==> src/rtl/ept_pkg.sv <==
package ept_pkg;
  localparam int ADDR_W = 3;

  localparam logic [ADDR_W-1:0] A_CTRL  = 3'd0;
  localparam logic [ADDR_W-1:0] A_CNT_H = 3'd1;
  localparam logic [ADDR_W-1:0] A_CNT_L = 3'd2;
  localparam logic [ADDR_W-1:0] A_LIM_H = 3'd3;
  localparam logic [ADDR_W-1:0] A_LIM_L = 3'd4;
  localparam logic [ADDR_W-1:0] A_VAL_H = 3'd5;
  localparam logic [ADDR_W-1:0] A_VAL_L = 3'd6;
  localparam logic [ADDR_W-1:0] A_SETUP = 3'd7;

  typedef enum logic [1:0] {
    CH_CAPT = 2'b00,
    CH_CMP  = 2'b01,
    CH_PWM  = 2'b10,
    CH_RSVD = 2'b11
  } ch_mode_e;

  function automatic logic drives_pin(ch_mode_e m);
    return (m == CH_CMP) || (m == CH_PWM);
  endfunction
endpackage

==> src/rtl/ept_pair.sv <==
module ept_pair #(
  parameter int BW = 8,
  localparam int W = 2 * BW
) (
  input  logic          clk,
  input  logic          rst,
  input  logic          hi_we,
  input  logic          lo_we,
  input  logic [BW-1:0] wdata,
  input  logic          ld,
  input  logic [W-1:0]  ld_val,
  output logic [W-1:0]  val
);
  logic [BW-1:0] hbuf, lbuf, hnew, lnew;
  logic          hseen, lseen, commit;

  always_comb begin
    hnew   = hi_we ? wdata : hbuf;
    lnew   = lo_we ? wdata : lbuf;
    commit = (hi_we && (lseen || lo_we)) || (lo_we && hseen);
  end

  always_ff @(posedge clk) begin
    if (rst) begin
      hbuf  <= '0;
      lbuf  <= '0;
      hseen <= 1'b0;
      lseen <= 1'b0;
      val   <= '0;
    end else begin
      if (hi_we) hbuf <= wdata;
      if (lo_we) lbuf <= wdata;
      if (commit) begin
        hseen <= 1'b0;
        lseen <= 1'b0;
      end else begin
        if (hi_we) hseen <= 1'b1;
        if (lo_we) lseen <= 1'b1;
      end
      if (commit)  val <= {hnew, lnew};
      else if (ld) val <= ld_val;
    end
  end
endmodule

==> src/rtl/ept_regs.sv <==
module ept_regs
  import ept_pkg::*;
#(
  parameter int BW = 8,
  localparam int W = 2 * BW
) (
  input  logic              clk,
  input  logic              rst,
  input  logic              wr_en,
  input  logic [ADDR_W-1:0] wr_addr,
  input  logic [BW-1:0]     wr_data,
  input  logic              cap_ld,
  input  logic [W-1:0]      cap_val,
  output logic [1:0]        clk_sel,
  output ch_mode_e          mode,
  output logic [1:0]        els,
  output logic [W-1:0]      lim_val,
  output logic [W-1:0]      chv_val,
  output logic              cnt_clr
);
  localparam int NPAIR = 2;

  logic [W-1:0] pv [NPAIR];
  logic [3:0]   setup_q;

  always_ff @(posedge clk) begin
    if (rst) begin
      clk_sel <= 2'b00;
      setup_q <= 4'h0;
    end else if (wr_en) begin
      if (wr_addr == A_CTRL)  clk_sel <= wr_data[1:0];
      if (wr_addr == A_SETUP) setup_q <= wr_data[3:0];
    end
  end

  genvar g;
  generate
    for (g = 0; g < NPAIR; g++) begin : g_pair
      localparam logic [ADDR_W-1:0] HI = ADDR_W'(A_LIM_H + 2 * g);
      localparam logic [ADDR_W-1:0] LO = ADDR_W'(A_LIM_H + 2 * g + 1);
      ept_pair #(.BW(BW)) u_pair (
        .clk    (clk),
        .rst    (rst),
        .hi_we  (wr_en && (wr_addr == HI)),
        .lo_we  (wr_en && (wr_addr == LO)),
        .wdata  (wr_data),
        .ld     ((g == 1) ? cap_ld : 1'b0),
        .ld_val (cap_val),
        .val    (pv[g])
      );
    end
  endgenerate

  always_comb begin
    lim_val = pv[0];
    chv_val = pv[1];
    mode    = ch_mode_e'(setup_q[1:0]);
    els     = setup_q[3:2];
    cnt_clr = wr_en && ((wr_addr == A_CNT_H) || (wr_addr == A_CNT_L));
  end
endmodule

==> src/rtl/ept_count.sv <==
module ept_count #(
  parameter int W = 16
) (
  input  logic         clk,
  input  logic         rst,
  input  logic         en,
  input  logic         clr,
  input  logic [W-1:0] lim,
  output logic [W-1:0] cnt
);
  always_ff @(posedge clk) begin
    if (rst)      cnt <= '0;
    else if (clr) cnt <= '0;
    else if (en)  cnt <= (cnt >= lim) ? '0 : cnt + 1'b1;
  end
endmodule

==> src/rtl/ept_chan.sv <==
module ept_chan
  import ept_pkg::*;
#(
  parameter int W = 16,
  parameter int SYNC = 2
) (
  input  logic         clk,
  input  logic         rst,
  input  logic         en,
  input  logic         clr,
  input  ch_mode_e     mode,
  input  logic [1:0]   els,
  input  logic [W-1:0] cnt,
  input  logic [W-1:0] chv,
  input  logic         cap_in,
  output logic         ch_out,
  output logic         cap_ld
);
  logic [SYNC-1:0] sync_q;
  logic            prev_q, rise, fall, hit, act, is_capt;

  always_ff @(posedge clk) begin
    if (rst) begin
      sync_q <= '0;
      prev_q <= 1'b0;
    end else begin
      sync_q <= {sync_q[SYNC-2:0], cap_in};
      prev_q <= sync_q[SYNC-1];
    end
  end

  always_comb begin
    rise    = sync_q[SYNC-1] && !prev_q;
    fall    = !sync_q[SYNC-1] && prev_q;
    hit     = (els[0] && rise) || (els[1] && fall);
    act     = en && (els != 2'b00);
    is_capt = !drives_pin(mode);
    cap_ld  = act && is_capt && hit;
  end

  always_ff @(posedge clk) begin
    if (rst) begin
      ch_out <= 1'b0;
    end else if (clr) begin
      if (mode == CH_PWM)      ch_out <= 1'b1;
      else if (mode != CH_CMP) ch_out <= 1'b0;
    end else if (act) begin
      case (mode)
        CH_CMP: if (cnt == chv) ch_out <= ~ch_out;
        CH_PWM: begin
          if (cnt == chv)     ch_out <= 1'b0;
          else if (cnt == '0) ch_out <= 1'b1;
        end
        default: ;
      endcase
    end
  end
endmodule

==> src/rtl/edge_pwm_timer.sv <==
module edge_pwm_timer
  import ept_pkg::*;
#(
  parameter int BW = 8,
  localparam int W = 2 * BW
) (
  input  logic              clk,
  input  logic              rst,
  input  logic              wr_en,
  input  logic [ADDR_W-1:0] wr_addr,
  input  logic [BW-1:0]     wr_data,
  input  logic [ADDR_W-1:0] rd_addr,
  output logic [BW-1:0]     rd_data,
  input  logic              cap_in,
  output logic              ch_out,
  output logic              ch_oe
);
  logic [1:0]   clk_sel, els;
  ch_mode_e     mode;
  logic [W-1:0] lim_val, chv_val, cnt;
  logic         cnt_clr, cap_ld, run;

  assign run = (clk_sel != 2'b00);

  ept_regs #(.BW(BW)) u_regs (
    .clk     (clk),
    .rst     (rst),
    .wr_en   (wr_en),
    .wr_addr (wr_addr),
    .wr_data (wr_data),
    .cap_ld  (cap_ld),
    .cap_val (cnt),
    .clk_sel (clk_sel),
    .mode    (mode),
    .els     (els),
    .lim_val (lim_val),
    .chv_val (chv_val),
    .cnt_clr (cnt_clr)
  );

  ept_count #(.W(W)) u_count (
    .clk (clk),
    .rst (rst),
    .en  (run),
    .clr (cnt_clr),
    .lim (lim_val),
    .cnt (cnt)
  );

  ept_chan #(.W(W)) u_chan (
    .clk    (clk),
    .rst    (rst),
    .en     (run),
    .clr    (cnt_clr),
    .mode   (mode),
    .els    (els),
    .cnt    (cnt),
    .chv    (chv_val),
    .cap_in (cap_in),
    .ch_out (ch_out),
    .cap_ld (cap_ld)
  );

  assign ch_oe = run && (els != 2'b00) && drives_pin(mode);

  always_ff @(posedge clk) begin
    if (rst) begin
      rd_data <= '0;
    end else begin
      case (rd_addr)
        A_CTRL:  rd_data <= BW'(clk_sel);
        A_CNT_H: rd_data <= cnt[W-1:BW];
        A_CNT_L: rd_data <= cnt[BW-1:0];
        A_LIM_H: rd_data <= lim_val[W-1:BW];
        A_LIM_L: rd_data <= lim_val[BW-1:0];
        A_VAL_H: rd_data <= chv_val[W-1:BW];
        A_VAL_L: rd_data <= chv_val[BW-1:0];
        default: rd_data <= BW'({els, mode});
      endcase
    end
  end
endmodule

==> config.mk <==
export PLATFORM = sky130hd
export DESIGN_NAME = edge_pwm_timer
export DESIGN_NICKNAME = d
export VERILOG_FILES = /design/src/rtl/ept_pkg.sv /design/src/rtl/ept_pair.sv /design/src/rtl/ept_regs.sv /design/src/rtl/ept_count.sv /design/src/rtl/ept_chan.sv /design/src/rtl/edge_pwm_timer.sv
export SDC_FILE = /design/constraint.sdc
export NUM_CORES = 1
export LEC_CHECK = 0
export ABC_AREA = 1
export BUFFER_PORTS_ARGS = -buffer_cell sky130_fd_sc_hd__buf_2
export CAP_MARGIN = 20
export CORE_ASPECT_RATIO = 1.1
export CORE_MARGIN = 4
export CORE_UTILIZATION = 50
export DETAILED_ROUTE_END_ITERATION = 12
export PLACE_DENSITY = 0.77
export SLEW_MARGIN = 20
export SYNTH_ARGS = -nofsm -noshare
export SYNTH_HDL_FRONTEND = slang
export SYNTH_SLANG_ARGS = --single-unit
==> constraint.sdc <==
create_clock -name clk -period 1.85 [get_ports clk]
set_clock_uncertainty 0.2 [all_clocks]
set_input_delay 0.2775 -clock clk [delete_from_list [all_inputs] [get_ports clk]]
set_output_delay 0.2775 -clock clk [all_outputs]
set_load 0.05 [all_outputs]
==> results of run 1 <==
## flip-flops by register name (all words and copies together), names as in the netlist
register	flops
rd_data	8
u_chan.ch_out	1
u_chan.prev_q	1
u_chan.sync_q	2
u_count.cnt	16
u_regs.clk_sel	2
u_regs.g_pair.u_pair.hbuf	16
u_regs.g_pair.u_pair.hseen	2
u_regs.g_pair.u_pair.lbuf	16
u_regs.g_pair.u_pair.lseen	2
u_regs.g_pair.u_pair.val	32
u_regs.setup_q	4
## critical path: cells and delay by family (launching register included)
kind                       cells  cell delay, ps
and+or+nand+nor                8             810
DFF                            1             400
buffers and inverters          2             240
adders and majority gates      1             150
## cells in the mapped netlist, drive strengths merged
cell,n,share of area
a21o,1,0.0015
a21oi,44,0.046
a22oi,7,0.010
a31oi,9,0.011
buf,10,0.015
clkbuf,7,0.0052
dfxtp,102,0.40
ha,20,0.049
inv,128,0.095
nand2,152,0.12
nand3,25,0.026
nand3b,1,0.0015
nand4,7,0.0086
nor2,80,0.069
nor3,12,0.015
nor4,2,0.0025
o21a,10,0.015
o21ai,42,0.041
o21bai,1,0.0015
o221ai,3,0.0052
o22ai,37,0.049
xor2,8,0.014
## metrics by stage
stage / cell area (sq um) / setup TNS [ps] / setup WS (ps) / total power, mW
after floorplan: 5070 / 0 / 12.5 / 2.52
after global placement: 5890 / -343 / -40.4 / 2.67
after detailed placement: 5890 / -1240 / -84.1 / 2.68
after CTS: 6430 / -205 / -26.8 / 4.14
after global routing: 6740 / -2180 / -233 / 4.29
final: 6740 / -489 / -72.0 / 4.13
## metal layers
layer	up-vias	GRT usage	share of wire
met3	61	0.0458	0.064
met4	0	0.144	0.046
met2	224	0.455	0.49
met1	2468	0.336	0.40
met5	-	0	0
li1	2532	-	-
## repair_timing
action	in CTS	in global routing
hold endpoints to repair	1	0
gates cloned	1	0
buffers inserted	11	9
pin swaps	5	29
hold buffers	1	0
setup endpoints to repair	18	23
gates resized for setup	67	88
## cell type report
cell class	count	area, sq um	area share
Multi-Input combinational cell	461	2840	0.422
Sequential cell	102	2110	0.313
Timing Repair Buffer	126	961	0.143
Inverter	128	483	0.0717
Clock buffer	11	151	0.0225
Tap cell	120	150	0.0223
Clock inverter	3	43.8	0.00650
## power by group
part / internal, mW / total, mW / switching, mW
registers: 2.22 / 2.24 / 0.0232
clock network: 0.688 / 1.44 / 0.755
logic: 0.170 / 0.442 / 0.272
## final timing paths
check                    from                               to  depth (start not counted)
max            u_count.cnt[1]                  u_count.cnt[14]                         11
min                wr_data[5]  u_regs.g_pair[0].u_pair.hbuf[5]                          3
max reg2reg    u_count.cnt[1]                  u_count.cnt[14]                         11
min reg2reg  u_chan.sync_q[0]                 u_chan.sync_q[1]                          2
## cells by family after synthesis
logic type,synth area share
XOR/XNOR,0.0138
buffers and inverters,0.115
adder cells (fa/ha/maj),0.0494
AO/OA/AOI/OAI,0.181
AND/OR/NAND/NOR,0.238
flip-flops,0.403
==> results_dict.tcl, run 1 <==
set metrics [dict create \
    outcome "finished with violations" \
    violations "negative setup slack" \
    arrival_ps 2010 \
    cap_violations 0 \
    worst_slew_pin_slew_ps 535 \
    layout.cells.non_filler 951 \
    grt_pass1_wl_mm 25.1 \
    hp-class "in2reg" \
    clk_path_buf_depth 2 \
    path_cells "ha_4 -> nand2_2 -> nor2_2 -> inv_2 -> nor2_4 -> nand4_1 -> buf_4 -> nor3_4 -> nand4_1 -> nand2_2 -> nor2_4" \
    ir_drop_mv 0.605 \
    worstPathRequired_ps 1930 \
    gp_congestion 0.994 \
    max_freq_mhz 520 \
    drt_wl_total_mm 16.5 \
    yosysWarnings 0 \
    max-slew-margin-rel 0.639 \
    crit_type "reg2reg" \
    clock_sink_count 102 \
    htreeDepth 3 \
    drt_iter0_markers 422 \
    io_pins 28 \
    critPathLaunchType "register" \
    setup_viol 16 \
    port_buffers 27 \
    cpPeakStageDelay_ps 400 \
    fin_ws_ps -72.0 \
    firstDrtPassIters 5 \
    p_leak_nw 3.05 \
    synthCells 708 \
    utilization 0.681 \
    clk_pin_slew_worst_paths_ps 90 \
    drive_above_1_share 0.332 \
    die-width_um 104 \
    grt_setup_unrepaired "yes" \
    finalHoldViolCount 0 \
    vias 5285 \
    fp.dieH_um 114 \
    grt-ovfl-total 0 \
    dp_cells 917 \
    cts_tree "built" \
    initial_core_util 0.512 \
    syn-cell-area_sq_um 5070 \
    routed_via_density 5.56 \
    crit_path_end_kind "register" \
    rows 38 \
    layout_commonest_cell "nand2_1" \
    whs_ps 24.9 \
    die_area_sq_um 11800 \
    reg2reg_setup_slack_ps -70 \
    clockRootBuffer "clkbuf_8" \
    grt_start_max_net_pins 43 \
    clk_latency_ps 380 \
    hpwl_mm 11.7 \
    nets 866 \
    critPathMaxFanout 5 \
    antenna_found_initial 0 \
    drv_slew 0 \
    grt_pass1_vias 5004 \
    cpMaxStageDelayCell "dfxtp_4" \
    finalCriticalPeriod_ps 1920 \
    synth_cell_type_count 35 \
    area_growth_pct 33.0 \
    postRouteAntennaNets 0 \
    wl_per_cell_um 17.3 \
    p_per_area_nw_per_um2 613 \
    drc 0 \
    ys_ff_latch 102 \
    syn-num-nets 746 \
    num_antenna_cells 0 \
    fin_crit_sh 1.04 \
    avgSynthCellArea_sq_um 7.16 \
    cts_buffers 9 \
    grt_util_all_layers 0.271 \
    most-common-layout-cells "134 x nand2_1, 103 x inv_1, 90 x buf_4" \
    yosysSeqAreaShare 0.403 \
    core_sq_um 9890 \
    num-fill-cells 788 \
]
(Power assumes the default switching activity.)
==> run 2, diff against run 1 <==
Settings changed: CORE_UTILIZATION 50 to 30, PLACE_DENSITY 0.77 to 0.54.
==> run 2 against run 1 <==
Against the previous run: the flow still finishes with violations (negative setup slack); register-to-register slack improved by 30 ps; count of clock-buffer cells in the layout up 1; sequential power is essentially flat; critical path type unchanged; largest cell class unchanged.
==> results_dict.tcl, run 2 (synthesis gave the netlist of run 1 again) <==
set metrics [dict create \
    outcome "finished with violations" \
    violations "negative setup slack" \
    p_leak_nw 3.07 \
    io_pins 28 \
    fp.dieH_um 144 \
    critPathLaunchType "register" \
    vias 4946 \
    r2r-start "u_regs.g_pair[0].u_pair.val[11]" \
    drive_above_1_share 0.309 \
    seq_area_sq_um 2080 \
    drt_wl_total_mm 15.9 \
    antenna_found_initial 0 \
    gp_congestion 0.880 \
    num_antenna_cells 0 \
    layout_commonest_cell "nand2_1" \
    fin_ws_ps -38.6 \
    reg2reg_to "u_count.cnt[13]" \
    arrival_ps 1940 \
    die_area_sq_um 19000 \
    nets 870 \
    cpMaxStageDelayCell "dfxtp_1" \
    core_sq_um 16500 \
    grt_setup_unrepaired "yes" \
    routed_via_density 4.75 \
    die-width_um 132 \
    htreeDepth 3 \
    cpPeakStageDelay_ps 350 \
    placed_area_sq_um 6050 \
    ff2ff_path_depth 10 \
    initial_core_util 0.307 \
    critPathMaxFanout 8 \
    critPathTopFamily "compound AO/OA/AOI/OAI gates" \
    grt_util_all_layers 0.168 \
    clockRootBuffer "clkbuf_16" \
    port_buffers 27 \
    clock_sink_count 102 \
    regMostFlops "u_regs.g_pair.u_pair.val" \
    worst_slew_pin_slew_ps 444 \
    p_per_area_nw_per_um2 675 \
    max_freq_mhz 529 \
    hp-class "in2reg" \
    whs_endpoint "u_regs.g_pair[0].u_pair.hbuf[6]" \
    path_cells "inv_2 -> ha_4 -> nand2_1 -> o21ai_0 -> a21oi_2 -> nand3_2 -> nand2_2 -> nand2_4 -> buf_12 -> nor2_4" \
    drv_slew 0 \
    max-slew-margin-rel 0.703 \
    clk_pin_slew_worst_paths_ps 70 \
    area_growth_pct 36.7 \
    hpwl_mm 11.7 \
    grt_pass1_wl_mm 24.8 \
    ir_drop_mv 0.415 \
    crit_buf_inv 2 \
    wl_per_cell_um 15.3 \
    clk_latency_ps 360 \
    grt_start_max_net_pins 28 \
    place_ws_ps -74.5 \
    clk_path_buf_depth 2 \
    worstPathRequired_ps 1900 \
    most-common-layout-cells "137 x nand2_1, 113 x inv_1, 95 x buf_4" \
    cts_buffers 9 \
    utilization 0.420 \
    rows 49 \
    cap_violations 0 \
    drt_iter0_markers 281 \
    finalCriticalPeriod_ps 1890 \
    largest_reg_flops 32 \
    finalHoldViolCount 0 \
    holdPathStages 3 \
    multi_input_area_sq_um 2810 \
    grt_pass1_vias 4668 \
    grt-ovfl-total 0 \
    stdcell_area_sq_um 6930 \
    drc 0 \
    crit_type "reg2reg" \
    min_from "wr_data[6]" \
    postRouteAntennaNets 0 \
    reg2reg_setup_slack_ps -40 \
    whs_ps 70.5 \
    timing.setup.tns_ps -469 \
    setup_viol 16 \
    crit_path_end_kind "register" \
    cts_tree "built" \
    fin_crit_sh 1.02 \
    num-fill-cells 1646 \
    firstDrtPassIters 5 \
]
run 2: changes by cell type in the layout (fill, tap and decap cells not counted), moves of 5 or more:
| cell | before | now |
|---|---|---|
| inv_2 | 24 | 13 |
| clkbuf_8 | 11 | 1 |
| inv_1 | 103 | 113 |
| clkbuf_16 | 0 | 9 |
| dfxtp_4 | 12 | 3 |
| buf_4 | 90 | 95 |
| dfxtp_1 | 73 | 78 |
run 2: through the flow:
stage | cells | power [mW]
after floorplan | 708 | 2.52
after global placement | 1008 | 2.67
after detailed placement | 1008 | 2.67
after CTS | 1031 | 4.67
after global routing | 1041 | 4.84
final | 1041 | 4.68
run 2: what timing repair did:
| action | CTS | global route |
|---|---|---|
| gates cloned | 1 | 0 |
| hold endpoints to repair | 1 | 0 |
| buffers inserted | 5 | 10 |
| hold buffers | 1 | 0 |
| resized for setup | 46 | 73 |
| pin swaps | 17 | 19 |
| setup endpoints to repair | 31 | 34 |
run 2: worst max path at each step:
stage,start,endpoint,slack (ps),depth (start not counted)
floorplan,u_regs.setup_q[0],ch_oe,10,3
global placement,u_count.cnt[2],u_count.cnt[15],-50,9
detailed placement,u_regs.g_pair[0].u_pair.val[15],u_count.cnt[15],-70,12
CTS,u_regs.g_pair[0].u_pair.val[15],u_count.cnt[7],-20,12
global route,u_regs.g_pair[0].u_pair.val[11],u_count.cnt[1],-200,10
finish,u_regs.g_pair[0].u_pair.val[11],u_count.cnt[13],-40,10
run 2: worst reg2reg max path, delay by kind of cell, from the launching register on:
kind / cells / cell delay [ps]
buffers and inverters: 2 / 230
and+or+nand+nor: 5 / 360
AOI/OAI and AO/OA: 2 / 370
adders and majority gates: 1 / 270
DFF: 1 / 350
run 2: report_power, final:
part / leakage [nW] / internal (mW) / total (mW) / switching, mW
sequential: 0.838 / 2.23 / 2.26 / 0.0224
combinational: 2.09 / 0.168 / 0.439 / 0.271
clock: 0.143 / 1.10 / 1.98 / 0.884
total: 3.07 / 3.50 / 4.68 / 1.18
run 2: area by class of cell:
type	count	share of cell area
clock buffers	12	0.0356
clock inverters	4	0.00795
inverters	128	0.0701
multi-input cells	461	0.406
flip-flops and latches	102	0.300
well taps	204	0.0368
repair buffers	130	0.144
run 2: per-layer routing:
metal  vias up  wire length [um]  track usage
li1       2549                 -            -
met1      2275              7530        0.214
met2        96              7380        0.280
met3        26               569       0.0244
met4         0               431       0.0851
met5         -                 0            0
==> run 3, diff against run 2 <==
--- a/config.mk
+++ b/config.mk
@@ -10,2 +10,4 @@
 export CAP_MARGIN = 20
+export CELL_PAD_IN_SITES_DETAIL_PLACEMENT = 0
+export CELL_PAD_IN_SITES_GLOBAL_PLACEMENT = 1
 export CORE_ASPECT_RATIO = 1.1
@@ -14,3 +16,3 @@
 export DETAILED_ROUTE_END_ITERATION = 12
-export PLACE_DENSITY = 0.54
+export PLACE_DENSITY = 0.66
 export SLEW_MARGIN = 20
==> constraint.sdc (replaced) <==
create_clock -name clk -period 1.85 [get_ports clk]
set_clock_uncertainty 0.2 [all_clocks]
set_input_delay 0.37 -clock clk [delete_from_list [all_inputs] [get_ports clk]]
set_output_delay 0.37 -clock clk [all_outputs]
set_load 0.05 [all_outputs]
==> run 3 against run 2 <==
Against the previous run: the run still ends with negative setup slack left; worst setup slack improved by 5.1 ps; clock power up 15%; final cell count is 2.1% higher; sequential power is essentially flat; utilization increased by 0.70 points; largest cell class unchanged; largest power group is now the clock network.
==> results_dict.tcl, run 3 (synthesis gave the netlist of run 1 again) <==
set metrics [dict create \
    wl_per_cell_um 15.4 \
    nets 892 \
    num_antenna_cells 0 \
    largest_reg_flops 32 \
    initial_core_util 0.307 \
    crit_path_end_kind "register" \
    power_mw 4.99 \
    drt_wl_total_mm 16.3 \
    grt_pass1_vias 4988 \
    critPathMaxFanout 8 \
    finalCriticalPeriod_ps 1880 \
    htreeDepth 3 \
    clk_path_buf_depth 2 \
    cts_buffers 9 \
    routed_via_density 4.80 \
    regMostFlops "u_regs.g_pair.u_pair.val" \
    crit_type "reg2reg" \
    grt_start_max_net_pins 24 \
    violations "negative setup slack" \
    drive_above_1_share 0.318 \
    place_ws_ps -46.3 \
    critPathLaunchType "register" \
    firstDrtPassIters 5 \
    hp-class "in2reg" \
    arrival_ps 1940 \
    num-fill-cells 1643 \
    fin_ws_ps -33.5 \
    ir_drop_mv 0.357 \
    vias 5106 \
    port_buffers 27 \
    p_per_area_nw_per_um2 709 \
    timing.setup.tns_ps -171 \
    area_growth_pct 39.0 \
    p_leak_nw 3.21 \
    seq_area_sq_um 2080 \
    drc 0 \
    die_area_sq_um 19000 \
    postRouteAntennaNets 0 \
    max_freq_mhz 531 \
    hold_buffers 0 \
    io_pins 28 \
    utilization 0.427 \
    drt_iter0_markers 376 \
    worst_slew_pin_slew_ps 402 \
    fp.dieH_um 144 \
    cts_tree "built" \
    dp_cells 1039 \
    gp_congestion 0.883 \
    clockRootBuffer "clkbuf_16" \
    grt_util_all_layers 0.177 \
    die-width_um 132 \
    grt_setup_unrepaired "yes" \
    outcome "finished with violations" \
    drv_slew 0 \
    clk_pin_slew_worst_paths_ps 70 \
    worstPathRequired_ps 1900 \
    clock_sink_count 102 \
    grt_pass1_wl_mm 26.2 \
    layout_commonest_cell "nand2_1" \
    max-slew-margin-rel 0.730 \
    most-common-layout-cells "141 x nand2_1, 118 x buf_4, 111 x inv_1" \
    layout.cells.non_filler 1063 \
    finalHoldViolCount 0 \
    core_sq_um 16500 \
    fin_crit_sh 1.02 \
    hpwl_mm 12.6 \
    setup_viol 11 \
    cap_violations 0 \
    grt-ovfl-total 0 \
    antenna_found_initial 0 \
    clk_latency_ps 360 \
    multi_input_area_sq_um 2720 \
    rows 49 \
]
-- run 3: cell types whose count changed in the layout (fill, tap and decap cells not counted), moves of 3 or more --
cell,before,now
buf_4,95,118
nor2_1,50,55
dfxtp_2,21,25
ha_1,7,11
ha_4,13,9
nand2_1,137,141
nand2_2,14,10
nor2_2,14,10
dfxtp_1,78,75
inv_2,13,16
inv_6,1,4
-- run 3: routing by layer --
metal	GRT usage	part of all wire
met1	0.227	0.45
met4	0.0912	0.034
met5	0	0
met3	0.0230	0.043
met2	0.294	0.47
-- run 3: power breakdown --
part           switching, mW  internal, mW  total, mW
Clock                  0.941          1.34       2.28
Sequential            0.0201          2.23       2.25
Combinational          0.269         0.186      0.455
-- run 3: timing repair --
item | 4_1_cts | 5_1_grt
pin swaps | 16 | 19
gates cloned | 1 | 0
setup endpoints to repair | 24 | 25
buffers inserted | 3 | 4
resized for setup | 54 | 50
-- run 3: stage by stage --
| stage | instance area, sq um | hold slack [ps] |
|---|---|---|
| detailed placement | 6270 | 247 |
| global placement | 6270 | 236 |
| finish | 7040 | 14.4 |
| global route | 7040 | 48.1 |
| floorplan | 5070 | 188 |
| CTS | 6850 | 12.2 |
-- run 3: layout make-up --
cell class | instances | share of cell area
multi-input cells | 461 | 0.386
flip-flops and latches | 102 | 0.295
repair buffers | 152 | 0.164
inverters | 128 | 0.0688
well taps | 204 | 0.0362
clock buffers | 9 | 0.0320
clock inverters | 7 | 0.0178
-- run 3: final timing paths --
| check | start | end | slack, ps | cells after the start |
|---|---|---|---|---|
| worst max-delay path | u_count.cnt[1] | u_count.cnt[4] | -30 | 12 |
| worst min-delay path | cap_in | u_chan.sync_q[0] | 10 | 3 |
| worst max register to register | u_count.cnt[1] | u_count.cnt[4] | -30 | 12 |
| worst min register to register | u_chan.sync_q[0] | u_chan.sync_q[1] | 250 | 2 |
-- run 3: critical path, cell delays in order, from the launching register on --
cell	delay, ps
dfxtp_4	360
buf_6	120
ha_4	260
a21oi_2	50
nor2_1	130
o21ai_1	90
nand2_1	70
nand2_1	50
nand3_1	80
nand2_2	60
nand2_4	100
buf_12	160
nor2_1	50
